**src/rtl/adc_seq_pkg.sv**
```systemverilog
package adc_seq_pkg;
  typedef enum logic [1:0] {
    PH_IDLE   = 2'd0,
    PH_DELAY  = 2'd1,
    PH_SAMPLE = 2'd2,
    PH_CONV   = 2'd3
  } phase_e;

  localparam logic [1:0] TRIG_ARMED = 2'b11;
endpackage

```
**src/rtl/adc_trig_detect.sv**
```systemverilog
module adc_trig_detect #(
  parameter int STAGES = 2
) (
  input  logic       clk,
  input  logic       rst_n,
  input  logic       pin_n,
  input  logic [1:0] enable,
  output logic       fall
);
  import adc_seq_pkg::*;

  logic [STAGES-1:0] chain;
  logic              last_q;

  genvar g;
  generate
    for (g = 0; g < STAGES; g++) begin : g_sync
      if (g == 0) begin : g_first
        always_ff @(posedge clk or negedge rst_n) begin
          if (!rst_n) chain[0] <= 1'b1;
          else        chain[0] <= pin_n;
        end
      end else begin : g_next
        always_ff @(posedge clk or negedge rst_n) begin
          if (!rst_n) chain[g] <= 1'b1;
          else        chain[g] <= chain[g-1];
        end
      end
    end
  endgenerate

  always_ff @(posedge clk or negedge rst_n) begin
    if (!rst_n) last_q <= 1'b1;
    else        last_q <= chain[STAGES-1];
  end

  assign fall = (enable == TRIG_ARMED) && last_q && !chain[STAGES-1];
endmodule

```
**src/rtl/adc_phase_timer.sv**
```systemverilog
module adc_phase_timer #(
  parameter int DLY_SLOW = 20,
  parameter int SMP_SLOW = 129,
  parameter int TOT_SLOW = 520,
  parameter int DLY_FAST = 12,
  parameter int SMP_FAST = 65,
  parameter int TOT_FAST = 262,
  parameter int CW       = 10
) (
  input  logic clk,
  input  logic rst_n,
  input  logic start_req,
  input  logic sel,
  output logic busy,
  output logic sh_en,
  output logic conv_phase,
  output logic done,
  output logic sel_q
);
  import adc_seq_pkg::*;

  localparam int CNV_SLOW = TOT_SLOW - DLY_SLOW - SMP_SLOW;
  localparam int CNV_FAST = TOT_FAST - DLY_FAST - SMP_FAST;

  phase_e        ph;
  logic [CW-1:0] cnt;

  function automatic logic [CW-1:0] load_val(input phase_e p, input logic fast);
    int len;
    case (p)
      PH_DELAY:  len = fast ? DLY_FAST : DLY_SLOW;
      PH_SAMPLE: len = fast ? SMP_FAST : SMP_SLOW;
      default:   len = fast ? CNV_FAST : CNV_SLOW;
    endcase
    return CW'(len - 1);
  endfunction

  always_ff @(posedge clk or negedge rst_n) begin
    if (!rst_n) begin
      ph    <= PH_IDLE;
      cnt   <= '0;
      sel_q <= 1'b0;
      done  <= 1'b0;
    end else begin
      done <= 1'b0;
      case (ph)
        PH_IDLE: begin
          if (start_req) begin
            sel_q <= sel;
            ph    <= PH_DELAY;
            cnt   <= load_val(PH_DELAY, sel);
          end
        end
        PH_DELAY: begin
          if (cnt == '0) begin
            ph  <= PH_SAMPLE;
            cnt <= load_val(PH_SAMPLE, sel_q);
          end else begin
            cnt <= cnt - 1'b1;
          end
        end
        PH_SAMPLE: begin
          if (cnt == '0) begin
            ph  <= PH_CONV;
            cnt <= load_val(PH_CONV, sel_q);
          end else begin
            cnt <= cnt - 1'b1;
          end
        end
        default: begin
          if (cnt == '0) begin
            ph   <= PH_IDLE;
            done <= 1'b1;
          end else begin
            cnt <= cnt - 1'b1;
          end
        end
      endcase
    end
  end

  assign busy       = (ph != PH_IDLE);
  assign sh_en      = (ph == PH_SAMPLE);
  assign conv_phase = (ph == PH_CONV);
endmodule

```
**src/rtl/adc_seq_timer.sv**
```systemverilog
module adc_seq_timer #(
  parameter int SYNC_STAGES = 2,
  parameter int DLY_SLOW    = 20,
  parameter int SMP_SLOW    = 129,
  parameter int TOT_SLOW    = 520,
  parameter int DLY_FAST    = 12,
  parameter int SMP_FAST    = 65,
  parameter int TOT_FAST    = 262
) (
  input  logic       clk,
  input  logic       rst_n,
  input  logic       sw_start,
  input  logic [1:0] trig_en,
  input  logic       trig_n_pin,
  input  logic       clk_sel,
  output logic       busy,
  output logic       sh_en,
  output logic       conv_phase,
  output logic       done
);
  localparam int TOT_MAX = (TOT_SLOW > TOT_FAST) ? TOT_SLOW : TOT_FAST;
  localparam int CW      = $clog2(TOT_MAX) + 1;

  logic trig_fall;
  logic start_req;
  logic sel_q;

  adc_trig_detect #(.STAGES(SYNC_STAGES)) u_trig (
    .clk    (clk),
    .rst_n  (rst_n),
    .pin_n  (trig_n_pin),
    .enable (trig_en),
    .fall   (trig_fall)
  );

  assign start_req = sw_start | trig_fall;

  adc_phase_timer #(
    .DLY_SLOW (DLY_SLOW), .SMP_SLOW (SMP_SLOW), .TOT_SLOW (TOT_SLOW),
    .DLY_FAST (DLY_FAST), .SMP_FAST (SMP_FAST), .TOT_FAST (TOT_FAST),
    .CW       (CW)
  ) u_timer (
    .clk        (clk),
    .rst_n      (rst_n),
    .start_req  (start_req),
    .sel        (clk_sel),
    .busy       (busy),
    .sh_en      (sh_en),
    .conv_phase (conv_phase),
    .done       (done),
    .sel_q      (sel_q)
  );
endmodule

```
**config.mk**
```make
export PLATFORM = sky130hd
export DESIGN_NAME = adc_seq_timer
export DESIGN_NICKNAME = d
export VERILOG_FILES = /design/src/rtl/adc_seq_pkg.sv /design/src/rtl/adc_trig_detect.sv /design/src/rtl/adc_phase_timer.sv /design/src/rtl/adc_seq_timer.sv
export SDC_FILE = /design/constraint.sdc
export NUM_CORES = 1
export LEC_CHECK = 0
export BUFFER_PORTS_ARGS = -buffer_cell sky130_fd_sc_hd__buf_2
export CAP_MARGIN = 10
export CORE_ASPECT_RATIO = 0.8
export CORE_MARGIN = 8
export CORE_UTILIZATION = 52
export DETAILED_ROUTE_END_ITERATION = 7
export GPL_TIMING_DRIVEN = 0
export MAX_ROUTING_LAYER = met4
export PLACE_DENSITY = 0.75
export SLEW_MARGIN = 20
export SYNTH_ARGS = -nofsm -noshare
export SYNTH_HDL_FRONTEND = slang
export SYNTH_SLANG_ARGS = --single-unit
```
**constraint.sdc**
```tcl
create_clock -name clk -period 2.7 [get_ports clk]
set_clock_uncertainty 0.05 [all_clocks]
set_input_delay 0.405 -clock clk [delete_from_list [all_inputs] [get_ports clk]]
set_output_delay 0.405 -clock clk [all_outputs]
set_load 0.02 [all_outputs]
```
After elaboration in Yosys (flattened, before gate mapping)
Index checks and enable logic that the tools add are counted.

storage, ports and cells
  word-level logic and storage cells = 52
  register bits after elaboration = 18

cells by class
  add/subtract/negate cells = 4
  bitwise gates (word level) = 1
  mux-type cells = 21
  reduce and logical (&&, ||, !) cells = 11
  equality and inequality tests = 8

operators by type and width
  operator                                                                 count
  11-bit two-way mux                                                       10
  11-bit one-hot mux with 3 select lines                                   1
  11-bit by 2-bit subtractor with 11-bit output, second input constant     3
  11-bit logical NOT                                                       1
  11-bit by 1-bit subtractor with 11-bit output, second input constant     1
  9-bit two-way mux                                                        1
  2-bit two-way mux                                                        4
  8-bit two-way mux                                                        1
  2-bit equality test, second input constant                               3
  2-bit one-hot mux with 3 select lines                                    1
  5-bit two-way mux                                                        1
  2-bit by 1-bit inequality test with 1-bit output, second input constant  2
  4-bit inequality test, second input constant                             1
  2-bit AND reduction                                                      2
  4-bit AND reduction                                                      1
  2-bit nonzero test                                                       2
  3-bit OR reduction                                                       1
  2-bit by 1-bit equality test with 1-bit output, second input constant    1
  1-bit logical AND                                                        2
  2-bit logical NOT                                                        1
  1-bit two-way mux                                                        2
  2-bit inequality test, second input constant                             1
  1-bit logical NOT                                                        1
  1-bit OR                                                                 1

Logic depth before layout (Yosys ltp)
  word-level depth = 9
  mapped depth = 8
  gate-level depth less buffers = 7

Cells and area by module
Synthesis repeated with hierarchy kept, for this count alone.

second synthesis, totals
  cells, all modules = 134
  area total of the unflattened synthesis = 1221.2 µm²

modules (own cells, without submodules)
  module           sequential area each (µm²)  times used  cells each  area each (µm²)
  adc_phase_timer  375.4                       1           129         1126.1
  adc_trig_detect  78.8                        1           4           88.8
  adc_seq_timer    0.0                         1           1           6.3

Least setup slack after synthesis
Ideal clock, no wire load.

  path type = flip-flop to flip-flop
  from = register u_timer.cnt[5]
  to = register u_timer.cnt[10]
  slack = 0.666 ns
  required time = 2.528 ns
  clock period less this slack = 2.034 ns
  stages on the path, launching flop included = 7
  arrival time = 1.863 ns
  path through = dfrtp_1 buf_6 nor4_4 nand4_4 o41a_1 buf_6 a32o_1

on the way
  word-level cells in the longest chain between the ends = 3
  elaborated cells on any way between the ends = 8

ends and longest elaborated chain
  element                                                                              line                   text
  start, declared                                                                      adc_phase_timer.sv:26  logic [CW-1:0] cnt;
  start signal, assigned                                                               adc_phase_timer.sv:51  cnt <= load_val(PH_DELAY, sel);
  start signal, assigned                                                               adc_phase_timer.sv:57  cnt <= load_val(PH_SAMPLE, sel_q);
  start signal, assigned                                                               adc_phase_timer.sv:59  cnt <= cnt - 1'b1;
  11-bit by 1-bit subtractor with 11-bit output or 11-bit logical NOT (tied branches)  n/a
  11-bit two-way mux (tied with other cells)                                           adc_phase_timer.sv:71  if (cnt == '0) begin
  11-bit one-hot mux with 3 select lines or 2-bit AND reduction (tied branches)        n/a

Parallel ways exist; a longest one is shown, timed or not. The select of a mux whose other input is x is not followed.
A chain may end at the register's enable or synchronous reset.

Final worst setup path
  from = register u_timer.ph[1]
  to = register u_timer.cnt[3]

on the way
  word-level cells in the longest chain between the ends = 3
  elaborated cells on any way between the ends = 7

ends and longest elaborated chain
  element                                                                   line                   text
  start, declared                                                           adc_phase_timer.sv:25  phase_e ph;
  start signal, assigned                                                    adc_phase_timer.sv:40  ph <= PH_IDLE;
  start signal, assigned                                                    adc_phase_timer.sv:50  ph <= PH_DELAY;
  start signal, assigned                                                    adc_phase_timer.sv:56  ph <= PH_SAMPLE;
  2-bit equality test (tied with other cells)                               adc_phase_timer.sv:46  case (ph)
  4-bit inequality test (no line) or 2-bit inequality test (tied branches)  n/a
  2-bit AND reduction (no line)                                             n/a

Parallel ways exist; a longest one is shown, timed or not.

==> qor.log <==
qor: pwr.pwr_density_cell 1110 nW/µm²
qor: synth.synth.largest_area_cell sky130_fd_sc_hd__dfrtp_1
qor: setup_path.timing.critical_path.from_type flip-flop
qor: layout.multi_input_area 722 µm²
qor: pwr.leakagePower 0.616 nW
qor: sta.timing.final.crit_share 90.9%
qor: setup_path.worstPathRequired 2850 ps
qor: layout.insertedDiodeCount 0
qor: setup_path.worst_setup_path_startpoint u_timer.ph[1]
qor: cts.tritoncts_num_sinks 18
qor: setup_path.critical_path_fanouts_max 8
qor: layout.final.fill_count 211
qor: synth.post_synthesis_instance_area 1290 µm²
qor: cts.clockRootBuffer sky130_fd_sc_hd__clkbuf_4
qor: layout.core_occupancy_in_the_finished_layout 59.1%
qor: detailed_routing.detail-route-antenna-nets 0
qor: job.max_cap_viol_count 0
qor: global_route.groute.usage.overall 15.9%
qor: sta.slew-limit-headroom 53.4%
qor: synth.synth_top_family_by_area compound AO/OA/AOI/OAI gates
qor: synth.synthMuxAreaShare 2.43%
qor: synth.synth_fp_nets 145
qor: setup_path.worst-setup-path-type reg -> reg
qor: cts.cts.reportedPaths.clkPinSlew 130 ps
qor: global_route.antenna_found_initial 0
qor: cts.clock_tree.htree_level_count 1
qor: min_path.timing.hold.worst.start trig_n_pin
qor: sta.maxSlewViolCount 0
qor: sta.rsz0062_at_grt false
qor: layout.final_net_count 161
qor: detailed_routing.finalWirelength 3080 µm
qor: floorplanning.die_area 4340 µm²
qor: synth.synth.distinct_cells 50
qor: detailed_routing.drt_initial_violations 107
qor: sta.worstMarginPinSlew 695 ps
qor: sta.timing.final.hold_violations 0
qor: synth.synth-simple-area-share 20.4%
qor: setup_path.critPathCaptureType flip-flop
qor: synth.synthXorXnorAreaFrac 0%
qor: floorplanning.die_x 71.7 µm
qor: global_route.vias_in_the_first_global_route 1118
qor: placed_design.detailedPlacementHpwl 2180 µm
qor: outcome.run_status finished clean
qor: layout.final-seq-area 454 µm²
qor: global_route.grt_pass1_wl 5340 µm
qor: setup_path.worst_r2r_path_depth 8
qor: placed_design.routabilityCongestion 0.895
qor: detailed_routing.route.vias.total 1151
qor: min_path.number_of_cells_traversed_by_the_worst_hold_path 1
qor: detailed_routing.remaining_drc_errors 0
qor: synth.yosysWarnings 0
qor: cts.clkLatencyLatePin 310 ps
qor: placed_design.placed_area 1370 µm²
qor: detailed_routing.drt_first_pass_iters 4
qor: synth.synth.yosys.seq_area_share 35.2%
qor: floorplanning.std_cell_core_area 2400 µm²
qor: synth.synth_top_area_share 29.1%
qor: min_path.hold_class in -> reg
qor: cts.clock_tree.buffer_depth 2
qor: sta.fin_crit 2450 ps
qor: sta.finalSetupViolations 0
qor: synth.ys_ff_latch 18
qor: synth.post_synthesis_adder_cell_area_fraction 5.83%
qor: synth.dominantRegCellSynth sky130_fd_sc_hd__dfrtp_1
qor: placed_design.port-buffer-count 10
qor: synth.netlist_instances 132
qor: cts.tritoncts.num_buffers 3
qor: global_route.grt_max_degree 19
qor: detailed_routing.post_drt_via_cell_ratio 6.61
qor: sta.fmax 408 MHz
qor: floorplanning.initial_utilization 53.6%
qor: synth.synthMostInstantiatedCell sky130_fd_sc_hd__dfrtp_1
qor: global_route.grt_remaining_overflow 0
qor: cts.post_cts.repair.setup_buffers 0
qor: layout.final_layout_size_suffix_gt1_share 23.8%
qor: cts.clock_tree_from_tritoncts built
qor: synth.number_of_enable_flip_flop_cells_after_synthesis 0
qor: setup_path.arrival_time_at_the_worst_endpoint 2600 ps
qor: setup_path.r2r_slack 250 ps
qor: layout.area.growth.synth_to_final 10.1%
qor: placed_design.preCtsSetupSlack 322 ps
qor: synth.ys_top_cells_by_count 15 x sky130_fd_sc_hd__dfrtp_1, 11 x sky130_fd_sc_hd__a21oi_1, 8 x sky130_fd_sc_hd__nor2_1
qor: sta.tns 0 ps
qor: pwr.fin_total_pwr 0.00157 W
qor: detailed_routing.routedWlPerCell 17.7 µm
qor: layout.post-route-cell-area 1420 µm²
qor: min_path.min_to u_trig.chain[0]
qor: synth.synthesis.area_per_instance 9.76 µm²
qor: floorplanning.top_level_ports 11
qor: setup_path.r2r_start u_timer.ph[1]
qor: synth.ys_async_sr_fraction 100%
qor: sta.post-route-worst-setup-slack 246 ps
qor: setup_path.end_of_the_worst_register_to_register_path u_timer.cnt[3]
qor: floorplanning.number_of_standard_cell_rows_in_the_floorplan 16
qor: synth.synth_compound_gate_area_share 27.4%
qor: pwr.vdd.ir_drop.worst 566 µV
qor: synth.synth.area.top_cells sky130_fd_sc_hd__dfrtp_1 29%, sky130_fd_sc_hd__dfstp_2 6.1%, sky130_fd_sc_hd__ha_1 5.8%
qor: floorplanning.die_h 60.5 µm
==> critical path, cell delays in order, from the launching register on <==
cell and delay (ps):
sky130_fd_sc_hd__dfrtp_1 460, sky130_fd_sc_hd__inv_1 110, sky130_fd_sc_hd__ha_1 200, sky130_fd_sc_hd__buf_6 140, sky130_fd_sc_hd__nor2_1 360, sky130_fd_sc_hd__a41oi_1 200
sky130_fd_sc_hd__a211oi_1 380, sky130_fd_sc_hd__a2bb2oi_1 220, sky130_fd_sc_hd__a21bo_2 230
==> sequential cells by signal (all words and copies together), names as in the netlist <==
name / cells
u_timer.done: 1
u_timer.sel_q: 1
u_trig.last_q: 1
u_timer.cnt: 11
u_trig.chain: 2
u_timer.ph: 2
==> cells in the final DEF (no fill, tap or decap), types with 3 or more instances in the layout <==
cell type	n
sky130_fd_sc_hd__dfrtp_1	15
sky130_fd_sc_hd__a21oi_1	11
sky130_fd_sc_hd__buf_2	10
sky130_fd_sc_hd__nor2_1	8
sky130_fd_sc_hd__nor3_1	7
sky130_fd_sc_hd__o21ai_0	7
sky130_fd_sc_hd__nand2_1	7
sky130_fd_sc_hd__inv_1	6
sky130_fd_sc_hd__buf_6	6
sky130_fd_sc_hd__ha_1	6
sky130_fd_sc_hd__nand3_1	5
sky130_fd_sc_hd__a211oi_1	3
sky130_fd_sc_hd__o22ai_1	3
sky130_fd_sc_hd__clkbuf_4	3
sky130_fd_sc_hd__dfstp_2	3
==> cell families after synthesis <==
logic type | Yosys count
buf+inv | 15
compound gates | 47
flops | 18
simple gates | 43
fa+ha+maj | 6
mux | 3
==> what timing repair did <==
action / 4_1_cts / 5_1_grt
hold endpoints to repair: 15 / 0
hold buffers: 1 / 0
gates resized for setup: 0 / 0
==> final cells by class <==
class	count	share of cell area [%]
buffer	9	6.35
inverter	6	1.59
multi-input combinational	99	50.9
clock buffer	4	2.56
timing repair buffer	11	4.23
tap	27	2.38
sequential	18	32.0
==> report_power, final <==
| group | internal [W] | switching [W] |
|---|---|---|
| registers | 0.000354 | 0.000103 |
| clock network | 0.0000823 | 0.0000965 |
| logic | 0.000397 | 0.000539 |
| total | 0.000834 | 0.000738 |
==> layer usage <==
| metal | GRT usage [%] | share of wire [%] | vias to the layer above |
|---|---|---|---|
| li1 | - | - | 534 |
| met2 | 25.1 | 44 | 37 |
| met5 | - | 0 | - |
| met4 | 4.93 | 1.9 | 0 |
| met3 | 4.29 | 5.0 | 9 |
| met1 | 19.5 | 49 | 571 |
==> through the flow <==
step                      std cells  hold WS, ps
after global routing            174          119
after global placement          169          300
final                           174          144
after detailed placement        169          298
after CTS                       174          130
after floorplan                 132         59.4
==> worst max-delay path by stage <==
stage,to,cells after the start
after floorplan,u_timer.cnt[10],6
after global placement,u_timer.cnt[9],5
after detailed placement,u_timer.cnt[3],8
after CTS,u_timer.cnt[3],8
after global routing,u_timer.cnt[3],8
final,u_timer.cnt[3],8
(Power assumes the default switching activity.)
